`config.mk`:
```
export PLATFORM = sky130hd
export DESIGN_NAME = snap_lock
export DESIGN_NICKNAME = d
export VERILOG_FILES = /design/src/rtl/snl_pkg.sv /design/src/rtl/snl_clamp.sv /design/src/rtl/snl_order_track.sv /design/src/rtl/snl_snapshot.sv /design/src/rtl/snap_lock.sv
export SDC_FILE = /design/constraint.sdc
export NUM_CORES = 1
export LEC_CHECK = 0
export CAP_MARGIN = 0
export CORE_UTILIZATION = 42
export CTS_BUF_LIST = sky130_fd_sc_hd__clkbuf_4
export DETAILED_ROUTE_END_ITERATION = 12
export MAX_ROUTING_LAYER = met4
export PLACE_DENSITY = 0.78
export SLEW_MARGIN = 25
export SYNTH_ARGS = -nofsm -noshare
export SYNTH_HDL_FRONTEND = slang
export SYNTH_SLANG_ARGS = --single-unit
```
`constraint.sdc`:
```
create_clock -name clk -period 1.52 [get_ports clk]
set_input_delay 0.152 -clock clk [delete_from_list [all_inputs] [get_ports clk]]
set_output_delay 0.152 -clock clk [all_outputs]
set_load 0.02 [all_outputs]
```
`src/rtl/snl_pkg.sv`:
```
package snl_pkg;
   typedef enum logic [1:0] {
      TRK_IDLE = 2'd0,
      TRK_CH   = 2'd1,
      TRK_CL   = 2'd2,
      TRK_VH   = 2'd3
   } trk_state_t;
endpackage

```
`src/rtl/snl_clamp.sv`:
```
module snl_clamp #(
   parameter int          CODE_W   = 12,
   parameter bit          CLIP_EN  = 1'b1,
   parameter logic [15:0] CLIP_MAX = 16'd3840
) (
   input  logic [CODE_W-1:0] code_in,
   output logic [CODE_W-1:0] code_out
);
   localparam logic [CODE_W-1:0] LIM = CLIP_MAX[CODE_W-1:0];

   generate
      if (CLIP_EN) begin : g_clip
         assign code_out = (code_in > LIM) ? LIM : code_in;
      end else begin : g_pass
         assign code_out = code_in;
      end
   endgenerate
endmodule

```
`src/rtl/snl_order_track.sv`:
```
module snl_order_track
   import snl_pkg::*;
(
   input  logic       clk,
   input  logic       rst_n,
   input  logic       rd_en,
   input  logic [3:0] hit,
   output logic       idle,
   output logic       start,
   output logic       done
);
   trk_state_t state_q, state_d;
   logic       data_rd;

   assign data_rd = rd_en && (|hit);

   always_comb begin
      state_d = state_q;
      start   = 1'b0;
      done    = 1'b0;
      if (data_rd) begin
         if (hit[3]) begin
            state_d = TRK_CH;
            start   = 1'b1;
         end else if (state_q == TRK_CH && hit[2]) begin
            state_d = TRK_CL;
         end else if (state_q == TRK_CL && hit[1]) begin
            state_d = TRK_VH;
         end else if (state_q == TRK_VH && hit[0]) begin
            state_d = TRK_IDLE;
            done    = 1'b1;
         end else begin
            state_d = TRK_IDLE;
         end
      end
   end

   always_ff @(posedge clk or negedge rst_n) begin
      if (!rst_n) state_q <= TRK_IDLE;
      else        state_q <= state_d;
   end

   assign idle = (state_q == TRK_IDLE);

   AST_HIT_ONEHOT: assert property (@(posedge clk) disable iff (!rst_n)
      $onehot0(hit)) else $error("hit not onehot0");
   AST_NONDATA_HOLD: assert property (@(posedge clk) disable iff (!rst_n)
      (!rd_en || hit == 4'b0) |=> $stable(state_q)) else $error("tracker moved");
endmodule

```
`src/rtl/snl_snapshot.sv`:
```
module snl_snapshot #(
   parameter int          CODE_W   = 12,
   parameter logic [15:0] CLIP_MAX = 16'd3840
) (
   input  logic              clk,
   input  logic              rst_n,
   input  logic              smp_valid,
   input  logic [CODE_W-1:0] cur_in,
   input  logic [CODE_W-1:0] vol_in,
   input  logic              trk_idle,
   input  logic              data_rd,
   input  logic              seq_start,
   input  logic              seq_done,
   output logic [CODE_W-1:0] cur_q,
   output logic [CODE_W-1:0] vol_q,
   output logic              ready
);
   logic armed_q;
   logic load;

   assign load = smp_valid && armed_q && trk_idle && !data_rd;

   always_ff @(posedge clk or negedge rst_n) begin
      if (!rst_n) begin
         cur_q   <= '0;
         vol_q   <= '0;
         armed_q <= 1'b1;
         ready   <= 1'b0;
      end else begin
         if (load) begin
            cur_q   <= cur_in;
            vol_q   <= vol_in;
            armed_q <= 1'b0;
            ready   <= 1'b1;
         end else begin
            if (seq_done)  armed_q <= 1'b1;
            if (seq_start) ready   <= 1'b0;
         end
      end
   end

   AST_CUR_CLIP: assert property (@(posedge clk) disable iff (!rst_n)
      {{(16-CODE_W){1'b0}}, cur_q} <= CLIP_MAX) else $error("current above clip");
   AST_HOLD_UNARMED: assert property (@(posedge clk) disable iff (!rst_n)
      (!$stable(cur_q) || !$stable(vol_q)) |-> $past(armed_q)) else $error("load while locked");
   AST_READY_FROM_STROBE: assert property (@(posedge clk) disable iff (!rst_n)
      $rose(ready) |-> $past(smp_valid)) else $error("ready without strobe");
   AST_NO_LOAD_ON_READ: assert property (@(posedge clk) disable iff (!rst_n)
      data_rd |=> ($stable(cur_q) && $stable(vol_q))) else $error("load during read");
endmodule

```
`src/rtl/snap_lock.sv`:
```
module snap_lock #(
   parameter int          CODE_W    = 12,
   parameter int          ADDR_W    = 16,
   parameter bit          CLIP_EN   = 1'b1,
   parameter logic [15:0] CUR_CLIP  = 16'd3840,
   parameter logic [15:0] A_CUR_HI  = 16'h0203,
   parameter logic [15:0] A_CUR_LO  = 16'h0202,
   parameter logic [15:0] A_VOL_HI  = 16'h0201,
   parameter logic [15:0] A_VOL_LO  = 16'h0200,
   parameter logic [15:0] A_STATUS  = 16'h0103
) (
   input  logic              clk,
   input  logic              rst_n,
   input  logic              smp_valid,
   input  logic [CODE_W-1:0] cur_code,
   input  logic [CODE_W-1:0] vol_code,
   input  logic              rd_en,
   input  logic [ADDR_W-1:0] rd_addr,
   output logic [7:0]        rd_data,
   output logic              ready
);
   localparam int PAD_W = 16 - CODE_W;

   initial begin
      if (CODE_W < 9 || CODE_W > 16) $error("CODE_W must be 9..16");
      if (ADDR_W < 16) $error("ADDR_W must be at least 16");
   end

   logic [CODE_W-1:0] cur_clip;
   logic [CODE_W-1:0] cur_q, vol_q;
   logic [3:0]        hit;
   logic              hit_stat;
   logic              trk_idle, seq_start, seq_done, data_rd;
   logic [15:0]       cur_w, vol_w;

   snl_clamp #(.CODE_W(CODE_W), .CLIP_EN(CLIP_EN), .CLIP_MAX(CUR_CLIP)) u_clamp (
      .code_in (cur_code),
      .code_out(cur_clip)
   );

   assign hit[3]   = (rd_addr == ADDR_W'(A_CUR_HI));
   assign hit[2]   = (rd_addr == ADDR_W'(A_CUR_LO));
   assign hit[1]   = (rd_addr == ADDR_W'(A_VOL_HI));
   assign hit[0]   = (rd_addr == ADDR_W'(A_VOL_LO));
   assign hit_stat = (rd_addr == ADDR_W'(A_STATUS));
   assign data_rd  = rd_en && (|hit);

   snl_order_track u_track (
      .clk  (clk),
      .rst_n(rst_n),
      .rd_en(rd_en),
      .hit  (hit),
      .idle (trk_idle),
      .start(seq_start),
      .done (seq_done)
   );

   snl_snapshot #(.CODE_W(CODE_W), .CLIP_MAX(CUR_CLIP)) u_snap (
      .clk      (clk),
      .rst_n    (rst_n),
      .smp_valid(smp_valid),
      .cur_in   (cur_clip),
      .vol_in   (vol_code),
      .trk_idle (trk_idle),
      .data_rd  (data_rd),
      .seq_start(seq_start),
      .seq_done (seq_done),
      .cur_q    (cur_q),
      .vol_q    (vol_q),
      .ready    (ready)
   );

   generate
      if (PAD_W > 0) begin : g_pad
         assign cur_w = {{PAD_W{1'b0}}, cur_q};
         assign vol_w = {{PAD_W{1'b0}}, vol_q};
      end else begin : g_nopad
         assign cur_w = cur_q;
         assign vol_w = vol_q;
      end
   endgenerate

   always_comb begin
      rd_data = 8'h00;
      if      (hit[3])   rd_data = cur_w[15:8];
      else if (hit[2])   rd_data = cur_w[7:0];
      else if (hit[1])   rd_data = vol_w[15:8];
      else if (hit[0])   rd_data = vol_w[7:0];
      else if (hit_stat) rd_data = {7'b0, ready};
   end

   AST_STATUS_UPPER: assert property (@(posedge clk) disable iff (!rst_n)
      (rd_en && hit_stat) |-> (rd_data[7:1] == 7'b0 && rd_data[0] == ready)) else $error("status bad");
   AST_READY_CLEAR: assert property (@(posedge clk) disable iff (!rst_n)
      (rd_en && hit[3]) |=> !ready) else $error("ready kept after start");
endmodule

```
# Yosys cells after proc, flatten, opt, wreduce, memory -nomap -nowiden
# Index checks and enable logic that the tools add are counted.
totals:
  ff_bits: 28
  inputBits: 44
  word_cells: 46
op_classes:
  n_lt_le_gt_ge: 1
  eq_ne: 8
  muxes: 20
  reduce_logical: 12
ops:
  columns: ["op", "count"]
  rows:
  - ["$eq 16x10->1 const B", 4]
  - ["$mux 8", 4]
  - ["$eq 16x9->1 const B", 1]
  - ["$gt 12x12->1 const B", 1]
  - ["$mux 1", 12]
  - ["$mux 12", 1]
  - ["$logic_and 1x1->1", 7]
  - ["$mux 2", 3]
  - ["$eq 2x2->1 const B", 2]
  - ["$reduce_bool 2->1", 2]
  - ["$reduce_or 4->1", 1]
  - ["$eq 2x1->1 const B", 1]
  - ["$logic_not 2->1", 1]
  - ["$logic_not 1->1", 1]

# Longest topological paths before layout
# Gate-level depths: netlist (run 1).
depth:
  word_depth: 9
  ltp_mapped: 5
  depth_no_buf: 4

# Cells and area by module
# A second synthesis (run 1) with hierarchy kept.
unflattened:
  cells_unflattened: 122
  area_unflattened_um2: 1685.4
modules_own_cells:
  columns: ["mod", "instances", "cells_each", "area_each_um2"]
  rows:
  - ["snl_snapshot", 1, 56, 1052.3]
  - ["snap_lock", 1, 38, 407.9]
  - ["snl_order_track", 1, 15, 147.6]
  - ["snl_clamp", 1, 13, 77.6]

# Least setup slack after synthesis (run 1)
# OpenSTA, ideal clock, no wires.
synth_timing:
  path_kind: "in2out"
  start: "in rd_addr[7]"
  end: "out rd_data[4]"
  arrival_time_ps: 1405
  path_slack_ps: -37
  stages: 4
  path_cell_list: "nor4_4 -> nand3_2 -> or3b_1 -> nor2_1"
synth_via:
  elab_chain_cells: 5
  elab_cells_between_ends: 8
  cone_classes: "eq/ne (4); mux (4)"
synth_lines:
  columns: ["item", "line", "rtl"]
  rows:
  - ["start, declared", "snap_lock.sv:18", "input logic [ADDR_W-1:0] rd_addr,"]
  - ["$eq 16x10->1", "snap_lock.sv:44", "assign hit[0] = (rd_addr == ADDR_W'(A_VOL_LO));"]
  - ["$mux 8", "snap_lock.sv:88", "else if (hit[0]) rd_data = vol_w[7:0];"]
  - ["$mux 8", "snap_lock.sv:87", "else if (hit[1]) rd_data = vol_w[15:8];"]
  - ["$mux 8", "snap_lock.sv:86", "else if (hit[2]) rd_data = cur_w[7:0];"]
  - ["$mux 8 (*)", "snap_lock.sv:85", "if (hit[3]) rd_data = cur_w[15:8];"]
  - ["end, declared", "snap_lock.sv:19", "output logic [7:0] rd_data,"]
# Mark *: on every way between the ends. The rest lies on a longest branch, timed or not.

# Final worst setup path (run 1)
layout_timing:
  start: "reg u_snap.cur_q[1]"
  end: "out rd_data[1]"
layout_via:
  elab_chain_cells: 2
layout_lines:
  columns: ["item", "line", "rtl"]
  rows:
  - ["start, declared", "snl_snapshot.sv:14", "output logic [CODE_W-1:0] cur_q,"]
  - ["start signal, assigned", "snl_snapshot.sv:31", "cur_q <= cur_in;"]
  - ["$mux 8", "snap_lock.sv:86", null]
  - ["$mux 8", "snap_lock.sv:85", null]
# No other way between the ends.

==> results.tsv, run 1 <==
metric	value	unit
number of buffers created by CTS	3	
Total GRT Usage	21.6	%
die height	63.0	um
largest net degree at the start of global routing	29	
final hold slack	0.182	ns
ANT cells	0	
f_max	649	MHz
Core Util, Final	68.7	%
Post-DRT Antenna Nets	0	
post-synth top area share	43.2	%
HPWL after DPL	2960	um
Area contributors post-synth	dfrtp_1, mux2_4, mux2i_1	
Crit-path slowest cell	dfrtp_1	
clk slew on worst S/H paths	0.14	ns
initial antenna violation count	0	
final max-slew violation count	0	
final wirelength	3930	um
CP peak stage delay	0.41	ns
TritonCTS clock tree	yes	
critical path arrival	1.39	ns
P&R area growth vs syn	51.1	%
status	complete, but fails checks	
asr flop ratio synth	100	%
Leakage	1.21	nW
RSZ-0062 raised after global routing	true	
Yosys cell types	29	
First DRT Iteration DRCs	26	
core footprint	0.00344	sq mm
nets	257	
origin of the critical flop-to-flop path	u_track.state_q[1]$_DFFE_PN0P_	
Area after DPL	0.00227	sq mm
H-tree depth	1	
Syn. warnings	0	
Total Power	0.00129	W
worst rel slew slack	76.7	%
flop2flop setup slack	0.13	ns
routed len/inst	15.2	um
IO Pins	53	
post-synthesis cell area	0.00157	sq mm
CTS Hold Bufs	0	
first-pass GRT wire length	6420	um
Via density	5.05	
Die X	63.0	um
ratio of final minimum period to clock period	101	%
crit end category	output port	
Port Buffers	52	
Req. time, crit path	1.37	ns
Final Setup Violations	5	
Worst Max-Slew Pin Slew	0.350	ns
fin area	0.00236	sq mm
Post-synth top flop	dfrtp_1	
pwr dens	546	mW/mm^2
Avg Synthesized Cell Area	11.9	sq um
Startpoint Class	register	
failing checks	negative setup slack	
dominant cell type by area after synthesis	dfrtp_1	
number of synthesized flops with an enable pin	0	
setup slack after layout	-0.0211	ns
crit-path cells	mux2i_1, nor2_1, o21ai_1, a21oi_1, buf_2	
number of maximum-capacitance violations	0	
origin of the worst setup path	u_snap.cur_q[1]$_DFFE_PN0P_	
row cnt	21	
via count	1302	
min cycle time layout	1.54	ns
clk sinks	28	
critical path class	register to output port	
HP Class	input port to asynchronous set/reset pin	
highest-count cells in the layout ignoring fill and taps	clkdlybuf4s50_1, dfrtp_1, buf_4	
setup tns final	-0.0728	ns
syn_nets	176	
clock insertion delay at the later pin of the skew report	0.33	ns
Max VDD drop	0.315	mV
post-synthesis cell count	132	
critical path peak fanout	2	
Overflow after GRT	0	
Residual DRC	0	
vias in the first global route	1460	
share of post-route cells with drive strength above 1	37.7	%
global placer's final weighted congestion	0.834	
Synth Register Bits	28	
register area share after synthesis	44.8	%
clock skew	0.00571	ns
Root Driver	clkbuf_4	
starting density of the core	45.5	%
Die ar.	0.00397	sq mm
drt first pass iters	4	
Hold Fails Final Rpt	0	
clk buf depth	2	
-- sequential cells by signal, indices dropped and copies added, names as in the netlist --
name and flops:
u_snap.cur_q 12, u_track.state_q 2, u_snap.vol_q 12, u_snap.ready 1, u_snap.armed_q 1
-- stage by stage --
step	std cells	setup slack, ns
floorplan	132	-0.0373
global placement	247	-0.871
detailed placement	247	-0.910
CTS	257	-0.0444
global route	258	-0.121
finish	258	-0.0211
-- Yosys cell counts (2+ instances only) --
| cell type | instances |
|---|---|
| dfrtp_1 | 27 |
| inv_1 | 9 |
| nand3_1 | 2 |
| mux2i_1 | 16 |
| nor2_1 | 11 |
| nor2b_1 | 2 |
| mux2_4 | 11 |
| nand2_1 | 14 |
| nor4_4 | 2 |
| o2bb2ai_1 | 2 |
| buf_12 | 2 |
| mux2_2 | 5 |
| a21oi_1 | 4 |
| and2_1 | 3 |
| o21ai_0 | 7 |
| nand4_4 | 2 |
-- final timing paths --
path / to / cells past startpoint
hold reg to reg: u_snap.armed_q$_DFFE_PN1P_ / 1
max in group asynchronous: u_snap.armed_q$_DFFE_PN1P_ / 2
hold / removal: u_snap.vol_q[8]$_DFFE_PN0P_ / 2
setup reg to reg: u_snap.vol_q[6]$_DFFE_PN0P_ / 4
min in group clk: u_snap.armed_q$_DFFE_PN1P_ / 5
setup / recovery: rd_data[1] / 5
-- where the power goes --
group / total (W) / internal [W] / leakage (nW) / switching (W)
Clock: 0.000332 / 0.000121 / 0.0184 / 0.000212
Combinational: 0.000214 / 0.000131 / 0.853 / 0.0000832
Sequential: 0.000745 / 0.000745 / 0.341 / 0.0000000122
Total: 0.00129 / 0.000997 / 1.21 / 0.000295
-- timing repair --
item / in CTS / in global routing
buffers inserted: 6 / 1
pin swaps: 13 / 8
setup endpoints to repair: 30 / 27
gates resized for setup: 91 / 10
-- worst max-delay path, delay by kind of cell, from the launching register on --
family	cells	cell delay (ns)
AO/OA/AOI/OAI	2	0.24
buffers and inverters	1	0.17
flip-flops	1	0.41
multiplexers	1	0.17
AND/OR/NAND/NOR	1	0.07
-- layer usage --
| layer | track usage [%] | vias to the layer above | routed length [um] |
|---|---|---|---|
| met3 | 3.65 | 11 | 232 |
| met2 | 37.6 | 55 | 2010 |
| met1 | 23.9 | 617 | 1580 |
| met5 | - | - | 0 |
| met4 | 9.59 | 0 | 110 |
| li1 | - | 619 | - |
-- cell type report --
| cell class | count | area (sq um) |
|---|---|---|
| Multi-Input combinational cell | 92 | 820 |
| Sequential cell | 28 | 702 |
| Tap cell | 46 | 57.6 |
| Fill cell | 272 | 1080 |
| Inverter | 9 | 33.8 |
| Timing Repair Buffer | 79 | 722 |
| Clock buffer | 4 | 30.0 |
-- kinds of logic after synthesis --
family	Yosys count	synth area share, %
AND/OR/NAND/NOR	45	20.1
multiplexers	32	24.4
flip-flops	28	44.8
AO/OA/AOI/OAI	15	5.68
buffers and inverters	12	5.04
Power figures use the tool's default switching activity.
==> run 2, diff against run 1 <==
--- a/config.mk
+++ b/config.mk
@@ -6,11 +6,13 @@
 export NUM_CORES = 1
 export LEC_CHECK = 0
 export CAP_MARGIN = 0
+export CORE_MARGIN = 2
 export CORE_UTILIZATION = 42
 export CTS_BUF_LIST = sky130_fd_sc_hd__clkbuf_4
 export DETAILED_ROUTE_END_ITERATION = 12
+export HOLD_SLACK_MARGIN = 0.1
 export MAX_ROUTING_LAYER = met4
-export PLACE_DENSITY = 0.78
+export PLACE_DENSITY = 0.84
 export SLEW_MARGIN = 25
 export SYNTH_ARGS = -nofsm -noshare
 export SYNTH_HDL_FRONTEND = slang
==> results.tsv, run 2 (synthesis results as in run 1) <==
metric	value	unit	change
status	complete, but fails checks		
failing checks	negative setup slack		
number of maximum-capacitance violations	0		unchanged
routed len/inst	15.3	um	+0.48%
IO Pins	53		unchanged
crit end category	output port		
setup slack after layout	-0.0462	ns	-0.0250 ns
Die ar.	0.00423	sq mm	+6.4%
H-tree depth	1		unchanged
Max VDD drop	0.311	mV	-1.2%
area of the multi-input gates	818	sq um	-0.15%
final max-slew violation count	0		unchanged
Final Setup Violations	4		-1
RSZ-0062 raised after global routing	true		
clk sinks	28		unchanged
vias in the first global route	1371		-6.1%
flop2flop setup slack	0.07	ns	-0.06 ns
Residual DRC	0		unchanged
final wirelength	3970	um	+0.86%
via count	1294		-0.61%
Req. time, crit path	1.37	ns	about the same
die height	65.0	um	+3.2%
worst rel slew slack	76.1	%	-0.52 points
RR Endpoint	u_snap.cur_q[11]$_DFFE_PN0P_		
Area after DPL	0.00230	sq mm	+1.3%
final hold slack	0.175	ns	-0.00744 ns
HPWL after DPL	2920	um	-1.2%
Root Driver	clkbuf_4		
Startpoint Class	input port		
clk slew on worst S/H paths	0.16	ns	+0.02 ns
first-pass GRT wire length	6400	um	-0.42%
origin of the critical flop-to-flop path	u_track.state_q[0]$_DFFE_PN0P_		
Total Power	0.00145	W	+12%
clock insertion delay at the later pin of the skew report	0.34	ns	about the same
Net Sw Power	0.000311	W	+5.3%
Die X	65.0	um	+3.2%
area taken by flip-flops and latches	702	sq um	unchanged
CTS Hold Bufs	0		unchanged
core footprint	0.00363	sq mm	+5.6%
Hold Fails Final Rpt	0		unchanged
P&R area growth vs syn	52.3	%	
HP Class	input port to asynchronous set/reset pin		
row cnt	22		+4.8%
ratio of final minimum period to clock period	103	%	+1.6 points
clock share of power	34.0	%	+8.3 points
critical path class	input port to output port		
largest net degree at the start of global routing	29		unchanged
number of buffers created by CTS	3		unchanged
ANT cells	0		unchanged
pwr dens	609	mW/mm^2	+11%
Overflow after GRT	0		unchanged
clock skew	0.0137	ns	+0.00796 ns
First DRT Iteration DRCs	52		+100%
setup tns final	-0.142	ns	-0.0694 ns
Sequential Power Share	51.4	%	-6.3 points
min cycle time layout	1.57	ns	+0.0250 ns
TritonCTS clock tree	yes		
share of post-route cells with drive strength above 1	36.5	%	-1.2 points
nets	256		-0.39%
Pint	0.00114	W	+14%
switch share	21.4	%	-1.4 points
cells on worst reg2reg path	4		unchanged
Post-DRT Antenna Nets	0		unchanged
highest-count cells in the layout ignoring fill and taps	clkdlybuf4s50_1, dfrtp_1, buf_4		
critical path peak fanout	5		+3
Via density	5.00		-1.0%
drt first pass iters	4		unchanged
top flop regs	u_snap.cur_q: 12 flops, u_snap.vol_q: 12 flops, u_track.state_q: 2 flops		
fin area	0.00238	sq mm	+0.79%
Leakage	1.23	nW	+1.2%
starting density of the core	43.1	%	-2.4 points
clk buf depth	2		unchanged
f_max	639	MHz	-1.6%
combinational fraction of design power	14.7	%	-1.9 points
filler instances	308		+13%
critical path arrival	1.41	ns	+0.02 ns
Total GRT Usage	20.5	%	-1.1 points
Core Util, Final	65.6	%	-3.1 points
Port Buffers	52		unchanged
initial antenna violation count	0		unchanged
global placer's final weighted congestion	0.821		-1.6%
Worst Max-Slew Pin Slew	0.358	ns	+0.00786 ns
## run 2: how the worst max path moves through the flow
stage           startpoint          to  slack [ns]  cells after the start
5_1_grt        rd_addr[13]  rd_data[4]       -0.11                      6
3_3_place_gp    rd_addr[7]  rd_data[4]       -0.97                      6
6_report        rd_addr[3]  rd_data[7]       -0.05                      5
4_1_cts        rd_addr[12]  rd_data[6]       -0.09                      6
3_5_place_dp    rd_addr[7]  rd_data[4]       -0.98                      6
2_1_floorplan   rd_addr[7]  rd_data[4]       -0.04                      4
## run 2: power by group through the flow
| stage | Sequential, W | Clock [W] | Combinational, W |
|---|---|---|---|
| CTS | 0.000745 | 0.000500 | 0.000210 |
| floorplan | 0.000759 | 0 | 0.0000445 |
| finish | 0.000745 | 0.000493 | 0.000213 |
| global route | 0.000746 | 0.000520 | 0.000230 |
| global placement | 0.000759 | 0 | 0.000214 |
| detailed placement | 0.000759 | 0 | 0.000217 |
## run 2: area by class of cell
class / count / area share, %
Multi-Input combinational cell: 92 / 34.3
Timing Repair Buffer: 78 / 30.1
Sequential cell: 28 / 29.4
Tap cell: 48 / 2.52
Inverter: 9 / 1.42
Clock inverter: 1 / 1.26
Clock buffer: 3 / 0.945
## run 2: stage by stage
| step | instances | setup WS [ns] |
|---|---|---|
| after floorplan | 132 | -0.0373 |
| after global placement | 251 | -0.966 |
| after detailed placement | 251 | -0.978 |
| after CTS | 256 | -0.0942 |
| after global routing | 259 | -0.107 |
| final | 259 | -0.0462 |
## run 2: metal layers
layer / wire length [um] / part of all wire [%] / track usage [%]
met1: 1690 / 43 / 25.6
met2: 1950 / 49 / 33.0
met3: 259 / 6.5 / 4.17
met4: 74 / 1.9 / 7.81
met5: 0 / 0 / -
## run 2: timing repair
item | CTS | global route
pin swaps | 11 | 14
setup endpoints to repair | 34 | 21
buffers inserted | 1 | 3
gates resized for setup | 87 | 14
## run 2: worst max-delay path: stages
cell and delay, ns:
dlygate4sd2_1 0.26, nor4b_4 0.25, or3b_4 0.49, nor2_4 0.14, buf_6 0.12
==> run 3, diff against run 2 <==
--- a/config.mk
+++ b/config.mk
@@ -13,6 +13,7 @@
 export HOLD_SLACK_MARGIN = 0.1
 export MAX_ROUTING_LAYER = met4
 export PLACE_DENSITY = 0.84
+export RECOVER_POWER = 50
 export SLEW_MARGIN = 25
 export SYNTH_ARGS = -nofsm -noshare
 export SYNTH_HDL_FRONTEND = slang
==> results.tsv, run 3 (synthesis results as in run 1) <==
metric	value	unit	change
status	complete, but fails checks		
failing checks	negative setup slack		
Hold Path End	u_snap.armed_q$_DFFE_PN1P_		
row cnt	22		unchanged
critical path arrival	1.41	ns	about the same
TritonCTS clock tree	yes		
Port Buffers	52		unchanged
Post-DRT Antenna Nets	0		unchanged
Net Sw Power	0.000311	W	about the same
first-pass GRT wire length	6400	um	unchanged
Total Power	0.00145	W	about the same
Hold Fails Final Rpt	0		unchanged
Non-Filler Instances	259		unchanged
WHS Path Cells	5		
clock insertion delay at the later pin of the skew report	0.34	ns	about the same
Req. time, crit path	1.37	ns	about the same
critical path class	input port to output port		
f_max	639	MHz	unchanged
vias in the first global route	1371		unchanged
commonest non-fill, non-tap cell in the layout	dfrtp_1		
HPWL after DPL	2920	um	unchanged
ANT cells	0		unchanged
via count	1294		unchanged
Total GRT Usage	20.5	%	unchanged
H-tree depth	1		unchanged
crit end category	output port		
IO Pins	53		unchanged
setup slack after layout	-0.0462	ns	unchanged
final max-slew violation count	0		unchanged
pwr dens	609	mW/mm^2	about the same
RR Endpoint	u_snap.cur_q[11]$_DFFE_PN0P_		
global placer's final weighted congestion	0.821		unchanged
P&R area growth vs syn	52.1	%	
Startpoint Class	input port		
Via density	5.00		unchanged
final wirelength	3970	um	about the same
pre-CTS setup slack	-0.978	ns	unchanged
Root Driver	clkbuf_4		
Worst Max-Slew Pin Slew	0.692	ns	+0.335 ns
Residual DRC	0		unchanged
core footprint	0.00363	sq mm	unchanged
clk sinks	28		unchanged
nets	256		unchanged
Pint	0.00114	W	-0.12%
starting density of the core	43.1	%	unchanged
clk slew on worst S/H paths	0.14	ns	-0.02 ns
number of maximum-capacitance violations	0		unchanged
clock share of power	34.0	%	about the same
First DRT Iteration DRCs	52		unchanged
drt first pass iters	4		unchanged
HP Class	input port to register		
worst hold start	rd_addr[12]		
filler instances	309		+0.32%
critical path peak fanout	5		unchanged
worst rel slew slack	53.8	%	-22 points
initial antenna violation count	0		unchanged
Die ar.	0.00423	sq mm	unchanged
CTS Hold Bufs	0		unchanged
highest-count cells in the layout ignoring fill and taps	dfrtp_1, clkdlybuf4s50_1, buf_4		
largest net degree at the start of global routing	29		unchanged
Overflow after GRT	0		unchanged
number of buffers created by CTS	3		unchanged
flop2flop setup slack	0.07	ns	about the same
cells on worst reg2reg path	4		unchanged
Placed Cells	251		unchanged
ratio of final minimum period to clock period	103	%	unchanged
routed len/inst	15.3	um	about the same
share of post-route cells with drive strength above 1	36.5	%	unchanged
Final Setup Violations	4		unchanged
die height	65.0	um	unchanged
RSZ-0062 raised after global routing	true		
combinational fraction of design power	14.6	%	about the same
clock skew	0.0137	ns	unchanged
switch share	21.4	%	about the same
Die X	65.0	um	unchanged
top flop regs	u_snap.cur_q: 12 flops, u_snap.vol_q: 12 flops, u_track.state_q: 2 flops		
min cycle time layout	1.57	ns	unchanged
origin of the critical flop-to-flop path	u_track.state_q[0]$_DFFE_PN0P_		
setup tns final	-0.142	ns	unchanged
Max VDD drop	0.311	mV	about the same
Leakage	1.23	nW	about the same
clk buf depth	2		unchanged
Sequential Power Share	51.4	%	about the same
run 3: cell types whose count changed in the layout (fill, tap and decap cells not counted), sizes merged:
| cell | previous run | this run |
|---|---|---|
| clkdlybuf4s50 | 27 | 26 |
| clkbuf | 5 | 6 |
| buf | 40 | 39 |
| dlygate4sd3 | 0 | 1 |
run 3: worst max path at each step:
| stage | slack (ns) | from | to | cells past startpoint |
|---|---|---|---|---|
| finish | -0.05 | rd_addr[3] | rd_data[7] | 5 |
| global route | -0.11 | rd_addr[13] | rd_data[4] | 6 |
| CTS | -0.09 | rd_addr[12] | rd_data[6] | 6 |
| detailed placement | -0.98 | rd_addr[7] | rd_data[4] | 6 |
| global placement | -0.97 | rd_addr[7] | rd_data[4] | 6 |
| floorplan | -0.04 | rd_addr[7] | rd_data[4] | 4 |
run 3: critical path, stage by stage:
cell and delay, ns:
dlygate4sd2_1 0.26, nor4b_4 0.25, or3b_4 0.49, nor2_4 0.14, buf_6 0.12
run 3: metal layers:
layer  wire [um]  vias to the layer above  global-route usage, %
li1            -                      620                      -
met1        1690                      624                   25.6
met2        1950                       44                   33.0
met3         258                        6                   4.17
met4          74                        0                   7.81
met5           0                        -                      -
run 3: power groups by stage:
stage / sequential, W / combinational, W / clock, W
floorplan: 0.000759 / 0.0000445 / 0
global placement: 0.000759 / 0.000214 / 0
detailed placement: 0.000759 / 0.000217 / 0
CTS: 0.000745 / 0.000210 / 0.000500
global route: 0.000746 / 0.000228 / 0.000520
finish: 0.000745 / 0.000211 / 0.000493
run 3: area by class of cell:
| class | instances | area [sq um] | share of cell area [%] |
|---|---|---|---|
| Multi-Input combinational cell | 92 | 818 | 34.4 |
| Timing Repair Buffer | 78 | 714 | 30.0 |
| Clock buffer | 3 | 22.5 | 0.946 |
| Clock inverter | 1 | 30.0 | 1.26 |
| Sequential cell | 28 | 702 | 29.5 |
| Inverter | 9 | 33.8 | 1.42 |
| Tap cell | 48 | 60.1 | 2.52 |
run 3: stage by stage:
stage          instance area (sq um)  hold WS [ns]  util [%]
6_report                        2380         0.277      65.5
4_1_cts                         2340         0.166      64.4
3_3_place_gp                    2300         0.486      63.4
2_1_floorplan                   1570        -0.144         -
3_5_place_dp                    2300         0.492      63.4
5_1_grt                         2380         0.308      65.5
run 3: what timing repair did:
item,CTS,global route
gates resized for setup,87,14
pin swaps,11,14
setup endpoints to repair,34,21
setup buffers,1,3
